[src/rtl/scl_pacer_pkg.sv]
package scl_pacer_pkg;

    typedef enum logic [2:0] {
        ST_IDLE       = 3'd0,
        ST_START_HOLD = 3'd1,
        ST_LOW        = 3'd2,
        ST_RELEASE    = 3'd3,
        ST_HIGH       = 3'd4
    } phase_e;

    // Count select encoding: bit 1 = mode (1 fast), bit 0 = half (1 low)
    typedef enum logic [1:0] {
        SEL_STD_HI  = 2'd0,
        SEL_STD_LO  = 2'd1,
        SEL_FAST_HI = 2'd2,
        SEL_FAST_LO = 2'd3
    } cnt_sel_e;

    // High-half count: target high time plus 0.3 us fall allowance, minus 3
    function automatic int default_high(input int khz, input bit fast);
        int tenths_us;
        tenths_us = fast ? 6 : 40;
        return (khz * (tenths_us + 3) + 5000) / 10000 - 3;
    endfunction

    // Low-half count: target low time plus 0.3 us fall allowance, minus 1
    function automatic int default_low(input int khz, input bit fast);
        int tenths_us;
        tenths_us = fast ? 13 : 47;
        return (khz * (tenths_us + 3) + 5000) / 10000 - 1;
    endfunction

endpackage

[src/rtl/scl_count_bank.sv]
module scl_count_bank #(
    parameter int CW      = 16,
    parameter int CLK_KHZ = 50000
) (
    input  logic          clk,
    input  logic          rst_n,
    input  logic          enable,
    input  logic          fast_sel,
    input  logic          cfg_we,
    input  logic [1:0]    cfg_sel,
    input  logic [CW-1:0] cfg_wdata,
    output logic [CW-1:0] act_hi,
    output logic [CW-1:0] act_lo
);
    localparam int MODES = 2;

    logic [CW-1:0] hi_v [MODES];
    logic [CW-1:0] lo_v [MODES];

    // Writes are only taken while the controller is disabled
    logic wr_ok;
    assign wr_ok = cfg_we && !enable;

    for (genvar m = 0; m < MODES; m++) begin : g_mode
        localparam logic [CW-1:0] HI_RST = CW'(scl_pacer_pkg::default_high(CLK_KHZ, m == 1));
        localparam logic [CW-1:0] LO_RST = CW'(scl_pacer_pkg::default_low(CLK_KHZ, m == 1));
        logic [CW-1:0] hi_r;
        logic [CW-1:0] lo_r;

        always_ff @(posedge clk or negedge rst_n) begin
            if (!rst_n) begin
                hi_r <= HI_RST;
                lo_r <= LO_RST;
            end else if (wr_ok) begin
                if (cfg_sel == 2'(2 * m))     hi_r <= cfg_wdata;
                if (cfg_sel == 2'(2 * m + 1)) lo_r <= cfg_wdata;
            end
        end

        assign hi_v[m] = hi_r;
        assign lo_v[m] = lo_r;
    end

    assign act_hi = hi_v[fast_sel];
    assign act_lo = lo_v[fast_sel];
endmodule

[src/rtl/scl_line_sync.sv]
module scl_line_sync #(
    parameter int STAGES = 2
) (
    input  logic clk,
    input  logic rst_n,
    input  logic line_raw,
    output logic line_hi
);
    logic [STAGES-1:0] sh_q;

    // Resets to released so an idle bus reads high
    always_ff @(posedge clk or negedge rst_n) begin
        if (!rst_n) sh_q <= '1;
        else        sh_q <= {sh_q[STAGES-2:0], line_raw};
    end

    assign line_hi = sh_q[STAGES-1];
endmodule

[src/rtl/scl_phase_fsm.sv]
module scl_phase_fsm
    import scl_pacer_pkg::*;
#(
    parameter int CW    = 16,
    parameter int CNT_W = CW + 4
) (
    input  logic          clk,
    input  logic          rst_n,
    input  logic          enable,
    input  logic          run,
    input  logic          line_hi,
    input  logic [CW-1:0] hi_cnt,
    input  logic [CW-1:0] lo_cnt,
    output logic          drive_low,
    output logic          rise_pls,
    output logic          fall_pls,
    output logic          hold_done
);
    localparam logic [CNT_W-1:0] HOLD_EXTRA = CNT_W'(2);
    localparam logic [CNT_W-1:0] HIGH_EXTRA = CNT_W'(7);

    phase_e            st_q, st_d;
    logic [CNT_W-1:0]  cnt_q, cnt_d;
    logic              ev_rise, ev_fall, ev_hold;
    logic [CNT_W-1:0]  hold_lim, low_lim, high_lim;

    assign hold_lim = CNT_W'(hi_cnt) + HOLD_EXTRA;
    assign low_lim  = CNT_W'(lo_cnt);
    assign high_lim = CNT_W'(hi_cnt) + HIGH_EXTRA;

    always_comb begin
        st_d    = st_q;
        cnt_d   = cnt_q + 1'b1;
        ev_rise = 1'b0;
        ev_fall = 1'b0;
        ev_hold = 1'b0;
        if (!enable) begin
            st_d  = ST_IDLE;
            cnt_d = '0;
        end else begin
            unique case (st_q)
                ST_IDLE: begin
                    cnt_d = '0;
                    if (run) st_d = ST_START_HOLD;
                end
                ST_START_HOLD: begin
                    if (cnt_q == hold_lim) begin
                        st_d    = ST_LOW;
                        cnt_d   = '0;
                        ev_fall = 1'b1;
                        ev_hold = 1'b1;
                    end
                end
                ST_LOW: begin
                    if (cnt_q == low_lim) begin
                        st_d  = ST_RELEASE;
                        cnt_d = '0;
                    end
                end
                ST_RELEASE: begin
                    cnt_d = '0;
                    if (line_hi) begin
                        st_d    = ST_HIGH;
                        ev_rise = 1'b1;
                    end
                end
                ST_HIGH: begin
                    if (cnt_q == high_lim) begin
                        cnt_d = '0;
                        if (run) begin
                            st_d    = ST_LOW;
                            ev_fall = 1'b1;
                        end else begin
                            st_d = ST_IDLE;
                        end
                    end
                end
                default: begin
                    st_d  = ST_IDLE;
                    cnt_d = '0;
                end
            endcase
        end
    end

    // State register
    always_ff @(posedge clk or negedge rst_n) begin
        if (!rst_n) begin
            st_q  <= ST_IDLE;
            cnt_q <= '0;
        end else begin
            st_q  <= st_d;
            cnt_q <= cnt_d;
        end
    end

    // Output register: outputs line up with the state they describe
    always_ff @(posedge clk or negedge rst_n) begin
        if (!rst_n) begin
            drive_low <= 1'b0;
            rise_pls  <= 1'b0;
            fall_pls  <= 1'b0;
            hold_done <= 1'b0;
        end else begin
            drive_low <= (st_d == ST_LOW);
            rise_pls  <= ev_rise;
            fall_pls  <= ev_fall;
            hold_done <= ev_hold;
        end
    end
endmodule

[src/rtl/i2c_scl_pacer.sv]
module i2c_scl_pacer #(
    parameter int CW          = 16,
    parameter int CLK_KHZ     = 50000,
    parameter int SYNC_STAGES = 2
) (
    input  logic          clk,
    input  logic          rst_n,
    input  logic          enable,
    input  logic          run,
    input  logic          fast_sel,
    input  logic          cfg_we,
    input  logic [1:0]    cfg_sel,
    input  logic [CW-1:0] cfg_wdata,
    input  logic          scl_in,
    output logic          scl_drive_low,
    output logic          scl_rise,
    output logic          scl_fall,
    output logic          start_held
);
    logic [CW-1:0] act_hi;
    logic [CW-1:0] act_lo;
    logic          line_hi;

    scl_count_bank #(.CW(CW), .CLK_KHZ(CLK_KHZ)) u_bank (
        .clk       (clk),
        .rst_n     (rst_n),
        .enable    (enable),
        .fast_sel  (fast_sel),
        .cfg_we    (cfg_we),
        .cfg_sel   (cfg_sel),
        .cfg_wdata (cfg_wdata),
        .act_hi    (act_hi),
        .act_lo    (act_lo)
    );

    scl_line_sync #(.STAGES(SYNC_STAGES)) u_sync (
        .clk      (clk),
        .rst_n    (rst_n),
        .line_raw (scl_in),
        .line_hi  (line_hi)
    );

    scl_phase_fsm #(.CW(CW)) u_fsm (
        .clk       (clk),
        .rst_n     (rst_n),
        .enable    (enable),
        .run       (run),
        .line_hi   (line_hi),
        .hi_cnt    (act_hi),
        .lo_cnt    (act_lo),
        .drive_low (scl_drive_low),
        .rise_pls  (scl_rise),
        .fall_pls  (scl_fall),
        .hold_done (start_held)
    );
endmodule

[config.mk]
export PLATFORM = sky130hd
export DESIGN_NAME = i2c_scl_pacer
export DESIGN_NICKNAME = d
export VERILOG_FILES = /design/src/rtl/scl_pacer_pkg.sv /design/src/rtl/scl_count_bank.sv /design/src/rtl/scl_line_sync.sv /design/src/rtl/scl_phase_fsm.sv /design/src/rtl/i2c_scl_pacer.sv
export SDC_FILE = /design/constraint.sdc
export NUM_CORES = 1
export LEC_CHECK = 0
export ABC_CLOCK_PERIOD_IN_PS = 5100
export CORE_MARGIN = 2
export CORE_UTILIZATION = 65
export CTS_CLUSTER_DIAMETER = 40
export DETAILED_ROUTE_END_ITERATION = 7
export GPL_TIMING_DRIVEN = 0
export PLACE_DENSITY = 0.86
export SYNTH_ARGS = -nofsm -noshare
export SYNTH_HDL_FRONTEND = slang
export SYNTH_SLANG_ARGS = --single-unit
[constraint.sdc]
create_clock -name clk -period 5.1 [get_ports clk]
set_input_delay 1.02 -clock clk [delete_from_list [all_inputs] [get_ports clk]]
set_output_delay 1.02 -clock clk [all_outputs]
set_load 0.03 [all_outputs]
# Word level (Yosys, flattened, before mapping)

Index checks and enable logic that the tools add are counted.

Magnitude comparators: 1
Bitwise operators: 1
Multiply operators: 0
Divide/modulo/power cells: 0
Reductions and logical operators: 8
Muxes and demuxes: 29
Equal/unequal tests: 11
Shift-type cells: 0
$add $sub $neg: 3

Operators by type and width:

| operator                                                  | count |
|---|---|
| two-way mux 16 bit                                        | 6 |
| two-way mux 20 bit                                        | 4 |
| one-hot mux 20 bit (3 select lines)                       | 1 |
| equality test 20 bit                                      | 2 |
| adder 20 x 1 -> 20 bit (second input constant)            | 1 |
| equality test 20 x 16 -> 1 bit                            | 1 |
| two-way mux 3 bit                                         | 6 |
| adder 16 x 2 -> 17 bit (second input constant)            | 1 |
| adder 16 x 3 -> 17 bit (second input constant)            | 1 |
| one-hot mux 3 bit (5 select lines)                        | 1 |
| equality test 3 x 2 -> 1 bit (second input constant)      | 3 |
| two-way mux 1 bit                                         | 9 |
| AND reduction 2 bit                                       | 4 |
| equality test 2 bit (second input constant)               | 2 |
| equality test 3 x 1 -> 1 bit (second input constant)      | 1 |
| equality test 3 bit (second input constant)               | 1 |
| logical NOT 3 bit                                         | 1 |
| equality test 2 x 1 -> 1 bit (second input constant)      | 1 |
| greater-or-equal comparator 2 bit (second input constant) | 1 |
| logical NOT 2 bit                                         | 1 |
| two-way mux 2 bit                                         | 1 |
| NOT 1 -> 2 bit                                            | 1 |
| one-hot mux 1 bit (2 select lines)                        | 1 |
| logical AND 1 bit                                         | 1 |
| logical NOT 1 bit                                         | 1 |

ROM bits: 0
Memory bits (writable): 0
Latch bits: 0
Input bits: 25
Memories: 0
Output and inout port bits: 4
Logic and storage cells: 64
Register bits after elaboration: 93

# Logic depth before layout (Yosys ltp)

Word-level depth: 10
Depth in mapped cells: 14
Depth with buffers taken out: 11

# By module

Synthesis repeated with hierarchy kept, for this count alone.

Cell total of the unflattened synthesis: 500
Area total of the unflattened synthesis: 5,716.7 sq um

By module, submodules not included:

| module         | cells each | area an instance (sq um) | sequential area each (sq um) | times used |
|---|---|---|---|---|
| scl_count_bank | 174        | 2,941.6                  | 1,624.1                      | 1 |
| scl_phase_fsm  | 324        | 2,722.6                  | 675.6                        | 1 |
| scl_line_sync  | 2          | 52.6                     | 52.6                         | 1 |

# Worst setup path before layout

Ideal clock, no wire load.

Path kind: input port to flip-flop
From: input fast_sel
To: register u_fsm.cnt_q[7]
Library setup time: 0.141 ns
Path buffers: 3
Slack: 1.214 ns
Arrival time: 3.744 ns
Data required time: 4.959 ns
Stages on the path: 14
Path through: buf_6 buf_2 mux2i_1 inv_1 ha_1 xnor2_1 nand2_1 or2_2 a22oi_1 nand4_1 o311a_1 o21bai_4 buf_6 a211oi_1

Word-level cells in the longest chain between the ends: 9
Elaborated cells on any way between the ends: 17
Classes of those cells: add/sub: 2; eq/ne: 3; mux: 11; bitwise: 1

Ends and longest elaborated chain:

| what                                                                    | RTL line                                   | text |
|---|---|---|
| start, declared                                                         | i2c_scl_pacer.sv:10                        | `input logic fast_sel,` |
| NOT 1 -> 2 bit (not written as such) (*)                                | scl_count_bank.sv:44, scl_count_bank.sv:45 |  |
| two-way mux 16 bit (not written as such) (3 in series)                  | scl_count_bank.sv:44                       | `assign act_hi = hi_v[fast_sel];` |
| adder 16 x 3 -> 17 bit / adder 16 x 2 -> 17 bit (equally long branches) | scl_phase_fsm.sv:29, scl_phase_fsm.sv:27   |  |
| equality test 20 bit (on tied branches)                                 | scl_phase_fsm.sv:68, scl_phase_fsm.sv:47   |  |
| two-way mux 20 bit (on tied branches)                                   | scl_phase_fsm.sv:68, scl_phase_fsm.sv:47   |  |
| one-hot mux 20 bit (3 select lines) (*)                                 | scl_phase_fsm.sv:41                        | `unique case (st_q)` |
| two-way mux 20 bit (*)                                                  | scl_phase_fsm.sv:37                        | `if (!enable) begin` |
| named net u_fsm.cnt_d[7]                                                | scl_phase_fsm.sv:23                        | `logic [CNT_W-1:0] cnt_q, cnt_d;` |
| end signal, assigned                                                    | scl_phase_fsm.sv:93                        | `cnt_q <= cnt_d;` |
| end, declared                                                           | scl_phase_fsm.sv:23                        |  |

The timed path passes the listed nets; every way through them passes the cells marked *. The select of a mux whose other input is x is not followed.
A chain may end at the register's enable or synchronous reset.

# Worst setup path after layout

From: input fast_sel
To: register u_fsm.cnt_q[11]

The elaborated chain is that of the path after synthesis.

==> metrics.md <==
| Metric | Value |
|---|---|
| WP data arrival | 5.07 ns |
| Slew margin rel. | 44.6% |
| Skew-Pair Late Insertion Delay | 0.37 ns |
| Minimum period implied by the final worst setup slack | 4.83 ns |
| Crit-path most repeated cell | buf_6 |
| Fin. Hold Viols | 0 |
| Maximum VDD drop | 0.000209 V |
| Setup Viol. Count Final | 0 |
| Min-delay worst type | reg2reg |
| Largest net degree at the start of global routing | 59 |
| Layout cells sized above 1 | 23.6% |
| Lkg Pwr | 2.45 nW |
| Distinct cells, synth | 63 |
| Total GRT Usage | 30.5% |
| First-pass GRT wire length | 21000 µm |
| Nets@finish | 564 |
| Die X-Extent | 96.1 µm |
| Final setup margin | 0.267 ns |
| Io pins | 29 |
| Initial DRC count | 215 |
| Most frequent cells in the layout | dfrtp_1 (73), mux2_2 (64), xnor2_1 (40) |
| Routed WL | 12800 µm |
| Number of clock sinks | 93 |
| Pwr Density | 321 nW/µm² |
| Die ar. | 9230 µm² |
| Slowest stage delay, CP | 0.62 ns |
| Initial antenna violation count | 0 |
| Hpwl dp | 9720 µm |
| Area growth, synth to finish | 11.4% |
| Sink of the worst hold path | u_sync.sh_q[1]$_DFF_PN1_ |
| DRT antenna net count | 0 |
| Post-Syn Area | 5510 µm² |
| Routed via count | 4055 |
| Crit-path max FO | 10 |
| GRT overflow | 0 |
| Core outline area | 8220 µm² |
| Least-Margin Pin Slew | 0.830 ns |
| Filler Cells Inserted | 550 |
| DRT Pass-1 Iters | 4 |
| Critical path class | in2reg |
| DIE HEIGHT | 96.1 µm |
| Sequential area share after synthesis | 42.7% |
| Layout Utilization | 74.8% |
| Wire per inst | 20.0 µm |
| Cell depth of the worst flop-to-flop path | 12 |
| Number of synthesized flops with an enable pin | 0 |
| Final period util | 94.8% |
| Startpoint types | primary input |
| Hold_sp | u_sync.sh_q[0]$_DFF_PN1_ |
| CTS tree | built |
| Post-CTS Setup Bufs | 0 |
| Slowest stage cell, crit path | clkdlybuf4s50_1 |
| CTS buffer count | 9 |
| Vias/cell | 6.30 |
| Most common cell after layout, fill and taps aside | dfrtp_1 |
| Inserted Diodes | 0 |
| FMAX | 207 MHz |
| Status | complete, no violations |
| Setup slack at placement | -0.159 ns |
| Met1 WL | 5790 µm |
| Worst EP required | 5.33 ns |
| Max Cap Viol | 0 |
| GP Congestion | 0.942 |
| H-tree levels | 3 |
| Worst r2r src | u_bank.g_mode[1].hi_r[2]$_DFFE_PN0P_ |
| CP cell instances | clkdlybuf4s50_1 > buf_6 > buf_2 > mux2i_2 > inv_1 > ha_1 > xnor2_1 > nand2_1 > or2_2 > a22oi_1 > nand4_1 > o311a_1 > o21bai_4 > buf_6 > a211oi_2 |
| Number of global-route vias before repair | 4061 |
| Avg Cell Area, Syn | 11.2 µm² |
| Worst hold margin | 0.365 ns |
| Rows | 33 |
| CTS root buf | clkbuf_8 |
| Clk slew on worst S/H paths | 0.09 ns |
| Most common flop cell mapped by yosys | dfrtp_1 |
| Initial Util | 67.1% |
| Crit path capture type | flop |
| #FFs+latches synth | 93 |
| FF-to-FF setup slack | 1.59 ns |
| Ys async rst share | 100% |
| Port buffer count | 28 |
| Ys Warns | 0 |
| Syn Nets | 523 |
| DRC viols | 0 |
| Setup tns final | 0 ns |
| Skew final | 0.00971 ns |
| Max Slew Vio Count | 0 |
| Met3 WL | 508 µm |
| Max layer used | met4 |
| Min-Delay Path Depth | 0 |
| CTS max path bufs | 2 |
| Synthesized instance count | 493 |
| WL met2 | 6230 µm |
| Reg-to-Reg End | u_fsm.cnt_q[11]$_DFF_PN0_ |
| RSZ-0062 raised after global routing | false |
per-stage QoR:
| stage | std cells | power, mW | instance area [µm²] |
|---|---|---|---|
| 2_1_floorplan | 493 | 1.35 | 5510 |
| 3_3_place_gp | 626 | 1.48 | 5920 |
| 3_5_place_dp | 628 | 1.51 | 5960 |
| 4_1_cts | 644 | 1.97 | 6140 |
| 5_1_grt | 644 | 2.07 | 6140 |
| 6_report | 644 | 1.97 | 6140 |
power breakdown:
group	switching, mW	internal, mW
clock network	0.268	0.193
logic	0.280	0.263
registers	0.0935	0.874
worst max path at each step:
stage / from / endpoint / slack [ns] / cells past startpoint
5_1_grt: fast_sel / u_fsm.cnt_q[11]$_DFF_PN0_ / 0.07 / 15
4_1_cts: fast_sel / u_fsm.cnt_q[11]$_DFF_PN0_ / 0.20 / 15
6_report: fast_sel / u_fsm.cnt_q[11]$_DFF_PN0_ / 0.27 / 15
3_3_place_gp: rst_n / u_bank.g_mode[1].lo_r[4]$_DFFE_PN0P_ / -0.07 / 1
3_5_place_dp: fast_sel / u_fsm.cnt_q[11]$_DFF_PN0_ / -0.16 / 15
2_1_floorplan: fast_sel / u_fsm.cnt_q[7]$_DFF_PN0_ / 1.21 / 14
synth_stat cells (2+ instances only):
master	instances	area share [%]
nand4b_1	3	0.48
nor4_1	7	0.79
clkbuf_1	18	1.2
or3_1	2	0.23
a211o_1	3	0.48
a31oi_1	2	0.23
xnor2_1	40	6.4
o31a_1	2	0.32
and3_1	7	0.79
and4_1	2	0.32
nor4bb_1	2	0.36
o21ai_0	5	0.45
nand2_1	25	1.7
dfrtp_1	73	33
a22oi_1	7	0.95
buf_6	5	1.0
or2_2	2	0.23
a211oi_1	11	1.5
nand3_1	23	2.1
nand4_1	8	0.91
nor3_1	5	0.45
o211ai_1	2	0.27
xor2_1	23	3.7
ha_1	5	1.1
mux2_2	64	13
a21oi_1	6	0.54
and2_1	3	0.34
buf_2	2	0.18
a211oi_2	9	2.0
nand2b_1	3	0.34
a222oi_1	2	0.36
nand3b_1	12	1.6
inv_1	9	0.61
buf_1	3	0.20
dfstp_2	20	9.5
o21ai_1	2	0.18
a41o_1	3	0.54
mux2i_1	32	5.8
nor2_1	16	1.1
o21a_1	2	0.27
metal layers:
layer	vias to the layer above	global-route usage, %
met5	-	0
met4	0	11.2
met3	25	4.93
met2	111	49.4
met1	2042	41.5
li1	1877	-
kinds of logic (layout without fill, tap and decap cells):
| group | Yosys count | count (layout) | share of synthesized area (%) |
|---|---|---|---|
| AOI/OAI and AO/OA | 70 | 70 | 10.5 |
| and+or+nand+nor | 126 | 126 | 12.7 |
| adders and majority gates | 5 | 5 | 1.14 |
| buffers and inverters | 39 | 85 | 3.75 |
| muxes | 96 | 96 | 18.9 |
| DFF | 93 | 93 | 42.7 |
| xor gates and xnor gates | 64 | 64 | 10.3 |
registers in the layout, summed over array words and instances, names as in the netlist:
signal and cells:
u_bank.g_mode.hi_r 32, u_bank.g_mode.lo_r 32, u_fsm.cnt_q 20, u_fsm.drive_low 1, u_fsm.fall_pls 1, u_fsm.hold_done 1, u_fsm.rise_pls 1, u_fsm.st_q 3
u_sync.sh_q 2
area by class of cell:
cell class | instances | area (µm²) | area share [%]
Inverter | 9 | 33.8 | 0.550
Buffer | 30 | 173 | 2.81
Timing Repair Buffer | 30 | 313 | 5.09
Multi-Input combinational cell | 361 | 2960 | 48.2
Sequential cell | 93 | 2350 | 38.3
Clock inverter | 5 | 35.0 | 0.570
Tap cell | 105 | 131 | 2.14
Clock buffer | 11 | 141 | 2.30
what timing repair did:
| item | in CTS | in global routing |
|---|---|---|
| endpoints found under the setup margin | 0 | 10 |
| hold buffers | 0 | 0 |
| gates resized for setup | 0 | 1 |
worst max-delay path: cells and delay by family:
kind	cells	cell delay (ns)
xor gates and xnor gates	1	0.24
muxes	1	0.43
and+or+nand+nor	3	0.54
buffers and inverters	5	1.39
adders and majority gates	1	0.31
AOI/OAI and AO/OA	4	1.11
Note: power is estimated with default switching activity, not from simulation.
